### config.mk
export PLATFORM = sky130hd
export DESIGN_NAME = frac_uart_tx
export DESIGN_NICKNAME = d
export VERILOG_FILES = /design/src/rtl/fut_pkg.sv /design/src/rtl/fut_cfg_regs.sv /design/src/rtl/fut_slot_timer.sv /design/src/rtl/fut_frame_ctrl.sv /design/src/rtl/frac_uart_tx.sv
export SDC_FILE = /design/constraint.sdc
export NUM_CORES = 1
export LEC_CHECK = 0
export BUFFER_PORTS_ARGS = -buffer_cell sky130_fd_sc_hd__buf_4
export CORE_MARGIN = 5
export CORE_UTILIZATION = 40
export CTS_BUF_LIST = sky130_fd_sc_hd__clkbuf_8
export DETAILED_ROUTE_END_ITERATION = 8
export PLACE_DENSITY_LB_ADDON = 0.12
export SYNTH_ARGS = -nofsm -noshare
export SYNTH_HDL_FRONTEND = slang
export SYNTH_HIERARCHICAL = 1
export SYNTH_SLANG_ARGS = --single-unit
### constraint.sdc
create_clock -name clk -period 3.7 [get_ports clk]
set_clock_uncertainty 0.15 [all_clocks]
set_input_delay 0 -clock clk [delete_from_list [all_inputs] [get_ports clk]]
set_output_delay 0 -clock clk [all_outputs]
set_load 0.01 [all_outputs]
### src/rtl/fut_pkg.sv
package fut_pkg;
    typedef enum logic [1:0] {
        FMT_ONE_STOP  = 2'd0,
        FMT_TWO_STOP  = 2'd1,
        FMT_MARK_STOP = 2'd2,
        FMT_SPARE     = 2'd3
    } fut_fmt_e;
endpackage

### src/rtl/fut_cfg_regs.sv
module fut_cfg_regs
    import fut_pkg::*;
#(
    parameter int DIV_W   = 16,
    parameter int MASK_W  = 12,
    parameter int MIN_DIV = 14
) (
    input  logic              clk,
    input  logic              rst_n,
    input  logic              busy_i,
    input  logic              we_i,
    input  logic [DIV_W-1:0]  div_i,
    input  logic [MASK_W-1:0] mask_i,
    input  fut_fmt_e          fmt_i,
    output logic [DIV_W-1:0]  div_o,
    output logic [MASK_W-1:0] mask_o,
    output fut_fmt_e          fmt_o
);
    localparam logic [DIV_W-1:0] DIV_FLOOR = DIV_W'(MIN_DIV);

    typedef struct packed {
        logic [DIV_W-1:0]  div;
        logic [MASK_W-1:0] mask;
        fut_fmt_e          fmt;
    } cfg_t;

    cfg_t cfg_d, cfg_q;

    always_comb begin
        cfg_d = cfg_q;
        if (we_i && !busy_i) begin
            cfg_d.div  = (div_i < DIV_FLOOR) ? DIV_FLOOR : div_i;
            cfg_d.mask = mask_i;
            cfg_d.fmt  = fmt_i;
        end
    end

    always_ff @(posedge clk or negedge rst_n) begin
        if (!rst_n) begin
            cfg_q <= '{div: DIV_FLOOR, mask: '0, fmt: FMT_ONE_STOP};
        end else begin
            cfg_q <= cfg_d;
        end
    end

    assign div_o  = cfg_q.div;
    assign mask_o = cfg_q.mask;
    assign fmt_o  = cfg_q.fmt;


    cfg_frozen_chk: assert property (@(posedge clk) disable iff (!rst_n)
        busy_i |=> ($stable(div_o) && $stable(mask_o) && $stable(fmt_o)));


    div_floor_chk: assert property (@(posedge clk) disable iff (!rst_n)
        div_o >= DIV_FLOOR);
endmodule

### src/rtl/fut_slot_timer.sv
module fut_slot_timer #(
    parameter int DIV_W  = 16,
    parameter int MASK_W = 12,
    parameter int SLOT_W = 4
) (
    input  logic              clk,
    input  logic              rst_n,
    input  logic              busy_i,
    input  logic [SLOT_W-1:0] slot_i,
    input  logic [DIV_W-1:0]  div_i,
    input  logic [MASK_W-1:0] mask_i,
    output logic              slot_end_o
);
    typedef struct packed {
        logic [DIV_W-1:0] cnt;
    } tmr_t;

    tmr_t tmr_d, tmr_q;
    logic             stretch;
    logic [DIV_W-1:0] last_cnt;

    always_comb begin
        stretch = 1'b0;
        for (int i = 0; i < MASK_W; i++) begin
            if (slot_i == SLOT_W'(i)) stretch = mask_i[i];
        end
        last_cnt   = stretch ? div_i : (div_i - 1'b1);
        slot_end_o = busy_i && (tmr_q.cnt == last_cnt);
        tmr_d      = tmr_q;
        if (!busy_i || slot_end_o) tmr_d.cnt = '0;
        else                       tmr_d.cnt = tmr_q.cnt + 1'b1;
    end

    always_ff @(posedge clk or negedge rst_n) begin
        if (!rst_n) tmr_q <= '{cnt: '0};
        else        tmr_q <= tmr_d;
    end


    slot_width_chk: assert property (@(posedge clk) disable iff (!rst_n)
        tmr_q.cnt <= div_i);
endmodule

### src/rtl/fut_frame_ctrl.sv
module fut_frame_ctrl
    import fut_pkg::*;
#(
    parameter int DATA_W = 8,
    parameter int SLOT_W = 4
) (
    input  logic              clk,
    input  logic              rst_n,
    input  fut_fmt_e          fmt_i,
    input  logic              cts_i,
    input  logic              slot_end_i,
    input  logic [DATA_W-1:0] in_data_i,
    input  logic              in_valid_i,
    output logic              in_ready_o,
    output logic              tx_o,
    output logic              busy_o,
    output logic [SLOT_W-1:0] slot_o
);
    localparam logic [SLOT_W-1:0] LAST_ONE  = SLOT_W'(DATA_W + 1);
    localparam logic [SLOT_W-1:0] LAST_TWO  = SLOT_W'(DATA_W + 2);
    localparam logic [SLOT_W-1:0] LAST_MARK = SLOT_W'(DATA_W + 3);
    localparam logic [SLOT_W-1:0] DATA_TOP  = SLOT_W'(DATA_W);

    typedef struct packed {
        logic              hold_full;
        logic [DATA_W-1:0] hold_data;
        logic [DATA_W-1:0] shift;
        logic [SLOT_W-1:0] slot;
        logic              busy;
        logic              tx;
    } ctl_t;

    ctl_t ctl_d, ctl_q;
    logic [SLOT_W-1:0] last_slot;
    logic [SLOT_W-1:0] next_slot;
    logic              accept;
    logic              frame_done;
    logic              can_start;

    always_comb begin
        unique case (fmt_i)
            FMT_TWO_STOP:  last_slot = LAST_TWO;
            FMT_MARK_STOP: last_slot = LAST_MARK;
            default:       last_slot = LAST_ONE;
        endcase
        next_slot  = ctl_q.slot + 1'b1;
        accept     = in_valid_i && !ctl_q.hold_full;
        frame_done = ctl_q.busy && slot_end_i && (ctl_q.slot == last_slot);
        can_start  = ctl_q.hold_full && cts_i && (!ctl_q.busy || frame_done);

        ctl_d = ctl_q;
        if (accept) begin
            ctl_d.hold_full = 1'b1;
            ctl_d.hold_data = in_data_i;
        end
        if (can_start) begin
            ctl_d.hold_full = 1'b0;
            ctl_d.shift     = ctl_q.hold_data;
            ctl_d.slot      = '0;
            ctl_d.busy      = 1'b1;
            ctl_d.tx        = 1'b0;
        end else if (frame_done) begin
            ctl_d.slot = '0;
            ctl_d.busy = 1'b0;
            ctl_d.tx   = 1'b1;
        end else if (ctl_q.busy && slot_end_i) begin
            ctl_d.slot = next_slot;
            if (next_slot <= DATA_TOP) begin
                ctl_d.tx    = ctl_q.shift[0];
                ctl_d.shift = ctl_q.shift >> 1;
            end else begin
                ctl_d.tx = 1'b1;
            end
        end
    end

    always_ff @(posedge clk or negedge rst_n) begin
        if (!rst_n) begin
            ctl_q <= '{hold_full: 1'b0, hold_data: '0, shift: '0,
                       slot: '0, busy: 1'b0, tx: 1'b1};
        end else begin
            ctl_q <= ctl_d;
        end
    end

    assign in_ready_o = !ctl_q.hold_full;
    assign tx_o       = ctl_q.tx;
    assign busy_o     = ctl_q.busy;
    assign slot_o     = ctl_q.slot;


    idle_line_high_chk: assert property (@(posedge clk) disable iff (!rst_n)
        !busy_o |-> tx_o);


    start_low_chk: assert property (@(posedge clk) disable iff (!rst_n)
        $rose(busy_o) |-> !tx_o);


    start_needs_cts_chk: assert property (@(posedge clk) disable iff (!rst_n)
        $rose(busy_o) |-> $past(cts_i));


    byte_held_chk: assert property (@(posedge clk) disable iff (!rst_n)
        (in_valid_i && in_ready_o) |=> !in_ready_o);


    slot_in_range_chk: assert property (@(posedge clk) disable iff (!rst_n)
        busy_o |-> (slot_o <= last_slot));
endmodule

### src/rtl/frac_uart_tx.sv
module frac_uart_tx
    import fut_pkg::*;
#(
    parameter int DIV_W   = 16,
    parameter int MIN_DIV = 14
) (
    input  logic             clk,
    input  logic             rst_n,
    input  logic             cfg_we,
    input  logic [DIV_W-1:0] cfg_div,
    input  logic [11:0]      cfg_mask,
    input  logic [1:0]       cfg_fmt,
    input  logic [7:0]       in_data,
    input  logic             in_valid,
    output logic             in_ready,
    input  logic             cts,
    output logic             tx,
    output logic             busy
);
    localparam int DATA_W    = 8;
    localparam int MAX_SLOTS = DATA_W + 4;
    localparam int MASK_W    = MAX_SLOTS;
    localparam int SLOT_W    = $clog2(MAX_SLOTS);

    logic [DIV_W-1:0]  div_w;
    logic [MASK_W-1:0] mask_w;
    fut_fmt_e          fmt_w;
    logic [SLOT_W-1:0] slot_w;
    logic              slot_end_w;

    fut_cfg_regs #(.DIV_W(DIV_W), .MASK_W(MASK_W), .MIN_DIV(MIN_DIV)) u_cfg (
        .clk(clk), .rst_n(rst_n), .busy_i(busy), .we_i(cfg_we),
        .div_i(cfg_div), .mask_i(cfg_mask), .fmt_i(fut_fmt_e'(cfg_fmt)),
        .div_o(div_w), .mask_o(mask_w), .fmt_o(fmt_w)
    );

    fut_slot_timer #(.DIV_W(DIV_W), .MASK_W(MASK_W), .SLOT_W(SLOT_W)) u_tmr (
        .clk(clk), .rst_n(rst_n), .busy_i(busy), .slot_i(slot_w),
        .div_i(div_w), .mask_i(mask_w), .slot_end_o(slot_end_w)
    );

    fut_frame_ctrl #(.DATA_W(DATA_W), .SLOT_W(SLOT_W)) u_ctl (
        .clk(clk), .rst_n(rst_n), .fmt_i(fmt_w), .cts_i(cts),
        .slot_end_i(slot_end_w), .in_data_i(in_data), .in_valid_i(in_valid),
        .in_ready_o(in_ready), .tx_o(tx), .busy_o(busy), .slot_o(slot_w)
    );
endmodule

==> results of run 1 <==
worst min path at each step:
stage,start,depth (start not counted),slack [ns],to
6_report,rst_n,2,0.17,u_cfg/div_o[4]$_DFFE_PN0P_
5_1_grt,in_data[5],3,0.25,u_ctl/ctl_q[19]$_DFFE_PN0P_
4_1_cts,rst_n,2,0.20,u_tmr/tmr_q[8]$_DFF_PN0_
3_5_place_dp,rst_n,1,0.03,u_cfg/div_o[4]$_DFFE_PN0P_
3_3_place_gp,rst_n,1,0.04,u_cfg/div_o[4]$_DFFE_PN0P_
2_1_floorplan,rst_n,0,-0.45,u_cfg/div_o[0]$_DFFE_PN0P_
report_power, final:
part           switching [mW]  total, mW  internal [mW]
logic                   0.429      0.882          0.453
clock network           0.319      0.702          0.383
registers               0.166       1.09          0.926
total                   0.913       2.68           1.76
stage by stage:
stage	cells	setup TNS (ns)	instance area, sq um
2_1_floorplan	392	0	4280
3_3_place_gp	567	0	4760
3_5_place_dp	567	-0.102	4760
4_1_cts	629	0	5460
5_1_grt	642	-0.650	5640
6_report	642	0	5640
state kept, by name, summed over array words and instances, names as in the netlist:
signal and count:
u_ctl/tx_o 1, u_cfg/mask_o 12, u_ctl/ctl_q 17, u_cfg/fmt_o 2, u_cfg/div_o 16, u_ctl/slot_o 4
u_tmr/tmr_q 16, u_ctl/busy_o 1
cell families (layout without fill, tap and decap cells):
group                      Yosys count  after routing  synth area share
buffers and inverters               35            148            0.0500
DFF                                 69             69             0.407
xor gates and xnor gates            37             37            0.0797
muxes                               43             43             0.113
adders and majority gates            4              4            0.0118
and+or+nand+nor                    125            125             0.176
AOI/OAI and AO/OA                   79             80             0.162
cell usage after synthesis, types with 3 or more instances:
| cell | instances |
|---|---|
| a21oi_1 | 8 |
| xor2_1 | 19 |
| and3_1 | 7 |
| nor3_1 | 17 |
| inv_1 | 10 |
| nand2b_1 | 3 |
| nand3_1 | 10 |
| o22a_1 | 3 |
| dfstp_2 | 4 |
| a211oi_2 | 9 |
| clkbuf_1 | 10 |
| dfrtp_1 | 65 |
| buf_6 | 4 |
| or4_1 | 4 |
| or3b_2 | 6 |
| mux2i_1 | 5 |
| nand4_1 | 6 |
| mux2_1 | 3 |
| buf_4 | 5 |
| nand2_1 | 20 |
| or3_1 | 5 |
| xnor2_1 | 16 |
| o22ai_1 | 5 |
| and2_1 | 3 |
| o21ai_0 | 11 |
| buf_2 | 3 |
| a211oi_1 | 7 |
| ha_1 | 4 |
| a31oi_1 | 13 |
| nor2b_1 | 3 |
| or4_4 | 3 |
| mux2_2 | 34 |
| nor2_1 | 20 |
layer usage:
layer / global-route usage / vias to the layer above / wire (um)
li1: - / 1668 / -
met3: 0.0364 / 16 / 570
met2: 0.275 / 87 / 5210
met5: 0 / - / 0
met1: 0.237 / 1688 / 4730
met4: 0.0465 / 0 / 165
timing repair:
action,in CTS,in global routing
pin swaps,1,20
endpoints found under the setup margin,6,9
resized for setup,4,18
gates cloned,0,1
endpoints found under the hold margin,108,0
hold buffers,45,0
setup buffers,1,12
final cells by class:
| type | count | area, sq um | share of cell area |
|---|---|---|---|
| multi-input cells | 289 | 2440 | 0.434 |
| flip-flops and latches | 69 | 1730 | 0.308 |
| repair buffers | 122 | 1030 | 0.183 |
| well taps | 136 | 170 | 0.0302 |
| clock buffers | 9 | 124 | 0.0220 |
| clock inverters | 7 | 98.8 | 0.0175 |
| inverters | 10 | 37.5 | 0.00666 |
==> run summary, run 1 <==
Reg2Reg Setup Slack: 0.07 ns
Netlist cell types: 72
Most frequent CP cell: buf_4
1st-iter DRT viols: 205
Layout area overhead: 32.5%
Die Height: 113 um
Routed wire length: 10700 um
Final #Nets: 548
Power Density: 475 nW/um^2
Full die area: 12800 sq um
Vias per cell: 5.39
Launch point of the worst reg-to-reg path: u_cfg/div_o[0]$_DFFE_PN0P_
Total GRT Usage: 0.172
Worst path depth: 15
Total power draw: 2.68 mW
Worst-case reg-to-reg path depth: 15
Crit path capture type: flip-flop
Commonest non-fill, non-tap cell in the layout: buf_4
CTS tree: done
Final ANT Viol Nets: 0
Syn_nets: 439
Crit-path leading delay family: simple AND/OR/NAND/NOR gates
Origin of the worst setup path: u_cfg/div_o[0]$_DFFE_PN0P_
Most used DFF post-synth: dfrtp_1
DR vias: 3459
Critical path, cell by cell: inv_1 -> ha_2 -> nor3b_4 -> nand4_1 -> xnor2_2 -> a2111oi_4 -> o22ai_1 -> or4_4 -> nor3_4 -> buf_4 -> buf_4 -> a41oi_4 -> buf_4 -> nor3_1 -> a31oi_1
Final Hold Violating Endpoints: 0
Clock slew seen by the registers of the worst setup and hold paths: 0.08 ns
Asr flop ratio synth: 1.00
Worst Path Arrival: 3.70 ns
Critical Path RT: 3.77 ns
Max cap viols: 0
Clk root buf: clkbuf_8
Leak: 2.28 nW
Post-synthesis sequential area ratio: 0.407
Hold_ws: 0.170 ns
Largest cells by area after synthesis: dfrtp_1 38%, mux2_2 9.0%, xor2_1 3.9%, xnor2_1 3.3%, a211oi_2 2.6%
Port buffer count: 45
Worst path slowest cell: or4_4
Synthesized netlist cell count: 392
Critical path class: flip-flop to flip-flop
Worst setup SP type: flip-flop
Fillers: 930
Clock insertion delay at the later pin of the skew report: 0.35 ns
Unrepaired setup endpoints after global routing: yes
CTS buffer count: 9
Initial antenna violation count: 0
Die Width: 113 um
# DRC: 0
Final Core Density: 0.543
GRT overflow: 0
Outcome: completed
Share of cells above drive strength 1: 0.366
Share of the synthesized area in the top cell type: 0.382
First-pass GRT wire length: 17800 um
Peak supply drop: 0.202 mV
Clock sink count: 69
Cell taking the most area after synthesis: dfrtp_1
Crit share post-route: 0.980
Synth Cell Area: 4250 sq um
Max Slew Vio Count: 0
Post-DP HPWL: 7170 um
Reg2reg end: u_ctl/ctl_q[7]$_DFFE_PN0P_
H-tree depth: 3
Pin count of the biggest net entering global routing: 70
Avg WL per Cell: 16.6 um
Relative slew slack: 0.343
Vias in the first global route: 3471
Syn avg cell area: 10.8 sq um
ANT cells: 0
Worst slack at placement: -0.0244 ns
IO Pins: 46
Post-route worst setup slack: 0.0726 ns
GPL Wtd Cong: 0.931
Setup violators final: 0
Most frequent cells in the layout: 77 x buf_4, 64 x dfrtp_1, 45 x dlygate4sd3_1
Achievable frequency: 276 MHz
Crit path buffers/inverters: 4
Worst-Margin Slew: 0.983 ns
Starting Density: 0.410
Critical path endpoint: u_ctl/ctl_q[7]$_DFFE_PN0P_
Core area: 10400 sq um
Number of synthesized register bits: 69
EDFF count, synth: 0
Site row count: 37
Synthesis warning total: 6
Max incr delay on CP: 0.54 ns
CTS max path bufs: 2
Critical Path Fanout Max: 9
HP Class: input pin to async pin
Minimum clock period: 3.63 ns
Initial DRT Pass Iterations: 4
(Power assumes the default switching activity.)
==> run 2: changes to the inputs <==
--- a/config.mk
+++ b/config.mk
@@ -10,7 +10,6 @@
 export CORE_UTILIZATION = 40
 export CTS_BUF_LIST = sky130_fd_sc_hd__clkbuf_8
 export DETAILED_ROUTE_END_ITERATION = 8
-export PLACE_DENSITY_LB_ADDON = 0.12
 export SYNTH_ARGS = -nofsm -noshare
 export SYNTH_HDL_FRONTEND = slang
 export SYNTH_HIERARCHICAL = 1
==> constraint.sdc (replaced) <==
create_clock -name clk -period 4.1 [get_ports clk]
set_clock_uncertainty 0.15 [all_clocks]
set_input_delay 0 -clock clk [delete_from_list [all_inputs] [get_ports clk]]
set_output_delay 0 -clock clk [all_outputs]
set_load 0.01 [all_outputs]
==> run 2 against run 1 <==
Sequential power is 8% lower. Clock power decreased by 11%. Fmax is 7.5% lower. Largest cell class unchanged.
==> run summary, run 2 (synthesized netlist as in run 1, its figures left out) <==
Net switching power: 0.774 mW
Commonest non-fill, non-tap cell in the layout: dfrtp_1
Pin count of the biggest net entering global routing: 70
Max Slew Vio Count: 0
IO Pins: 46
CTS tree: done
DR vias: 3319
Total GRT Usage: 0.164
Sw Ratio: 0.335
Clock sink count: 69
Worst-Margin Slew: 0.880 ns
Combinational fraction of design power: 0.296
Worst path slowest cell: or4_1
Starting Density: 0.410
Final ANT Viol Nets: 0
Worst Path Arrival: 4.05 ns
Hold_ws: 0.139 ns
Fin area: 5370 sq um
Die Width: 113 um
Minimum clock period: 3.92 ns
Final Hold Violating Endpoints: 0
Post-DP Area: 4650 sq um
H-tree depth: 3
Vias per cell: 5.38
GPL Wtd Cong: 0.962
Port buffer count: 45
Site row count: 37
Clock slew seen by the registers of the worst setup and hold paths: 0.08 ns
GRT overflow: 0
Crit share post-route: 0.957
Peak supply drop: 0.212 mV
Seq pwr share: 0.434
Reg2reg end: u_ctl/ctl_q[9]$_DFFE_PN0P_
Cell Count, Final, Fillers Out: 617
Leak: 2.14 nW
Routed wire length: 9720 um
CTS buffer count: 9
Outcome: completed
Core area: 10400 sq um
Layout area overhead: 26.2%
Crit path capture type: flip-flop
# DRC: 0
Clk root buf: clkbuf_8
Largest register FFs: 17
Setup violators final: 0
CTS max path bufs: 2
Power Density: 431 nW/um^2
1st-iter DRT viols: 106
Worst-case reg-to-reg path depth: 12
Internal: 1.54 mW
Crit path buffers/inverters: 1
Initial DRT Pass Iterations: 4
Post-DP HPWL: 6610 um
Max incr delay on CP: 0.54 ns
Crit-path leading delay family: simple AND/OR/NAND/NOR gates
Placed instance count: 556
Most flops, register: u_ctl/ctl_q
Achievable frequency: 255 MHz
Launch point of the worst reg-to-reg path: u_cfg/div_o[0]$_DFFE_PN0P_
Most frequent cells in the layout: 63 x dfrtp_1, 53 x buf_4, 45 x dlygate4sd3_1
Reg2Reg Setup Slack: 0.18 ns
Vias in the first global route: 3474
Worst slack at placement: 0.0538 ns
Full die area: 12800 sq um
Critical path, cell by cell: buf_4 -> nor4_4 -> and3_1 -> a21oi_1 -> a2111oi_4 -> o22ai_1 -> or4_1 -> nor3_2 -> and2_1 -> o31ai_2 -> or3b_2 -> a31oi_1
Critical Path Fanout Max: 16
Initial antenna violation count: 0
Relative slew slack: 0.413
Die Height: 113 um
Setup_tns: 0 ns
ANT cells: 0
Final #Nets: 523
Post-route worst setup slack: 0.177 ns
First-pass GRT wire length: 16900 um
Clock insertion delay at the later pin of the skew report: 0.35 ns
Critical Path RT: 4.22 ns
Worst setup SP type: flip-flop
Share of cells above drive strength 1: 0.316
Critical path class: flip-flop to flip-flop
Max cap viols: 0
Clock share of power: 0.271
HP Class: input pin to async pin
Avg WL per Cell: 15.7 um
-- run 2: cell count changes in the layout (fill, tap and decap cells not counted), sizes merged --
cell / delta
buf: -24
o31ai: -1
-- run 2: power by group through the flow --
stage / logic (mW) / registers (mW) / clock network [mW]
finish: 0.684 / 1.00 / 0.626
global placement: 0.609 / 1.01 / 0
detailed placement: 0.618 / 1.01 / 0
floorplan: 0.508 / 0.954 / 0
global route: 0.762 / 1.03 / 0.669
CTS: 0.666 / 1.00 / 0.643
-- run 2: how the worst max path moves through the flow --
stage | start | to | slack (ns) | depth (start not counted)
6_report | u_cfg/div_o[0]$_DFFE_PN0P_ | u_ctl/ctl_q[9]$_DFFE_PN0P_ | 0.18 | 12
5_1_grt | u_cfg/div_o[8]$_DFFE_PN0P_ | u_ctl/ctl_q[12]$_DFFE_PN0P_ | -0.04 | 11
4_1_cts | u_cfg/div_o[1]$_DFFE_PN1P_ | u_ctl/ctl_q[9]$_DFFE_PN0P_ | 0.04 | 13
3_5_place_dp | u_cfg/div_o[1]$_DFFE_PN1P_ | u_ctl/ctl_q[12]$_DFFE_PN0P_ | 0.05 | 13
3_3_place_gp | u_ctl/slot_o[0]$_DFFE_PN0P_ | u_ctl/ctl_q[10]$_DFFE_PN0P_ | 0.14 | 11
2_1_floorplan | u_ctl/slot_o[0]$_DFFE_PN0P_ | u_ctl/ctl_q[6]$_DFFE_PN0P_ | 0.11 | 15
-- run 2: area by class of cell --
type                    instances  area [sq um]
fillers                       916          5000
multi-input cells             288          2360
flip-flops and latches         69          1730
repair buffers                 98           848
well taps                     136           170
clock buffers                   9           124
clock inverters                 7          98.8
inverters                      10          37.5
-- run 2: worst reg2reg max path, stage by stage (launching register included) --
cell,delay (ns)
dfrtp_1,0.39
buf_4,0.16
nor4_4,0.49
and3_1,0.31
a21oi_1,0.09
a2111oi_4,0.30
o22ai_1,0.11
or4_1,0.54
nor3_2,0.25
and2_1,0.21
o31ai_2,0.19
or3b_2,0.49
a31oi_1,0.18
-- run 2: repair_timing --
item | in CTS | in global routing
setup buffers | 0 | 0
endpoints found under the hold margin | 107 | 0
endpoints found under the setup margin | 0 | 8
hold buffers | 45 | 0
resized for setup | 0 | 11
-- run 2: per-stage QoR --
step / util / total power, mW
final: 0.518 / 2.31
after CTS: 0.513 / 2.31
after global routing: 0.518 / 2.46
after detailed placement: 0.448 / 1.63
after floorplan: - / 1.46
after global placement: 0.448 / 1.62
-- run 2: metal layers --
metal,vias up,global-route usage,share of wire
met5,-,0,0
met4,0,0.0649,0.022
met3,16,0.0273,0.036
met2,74,0.271,0.49
met1,1618,0.213,0.45
li1,1611,-,-
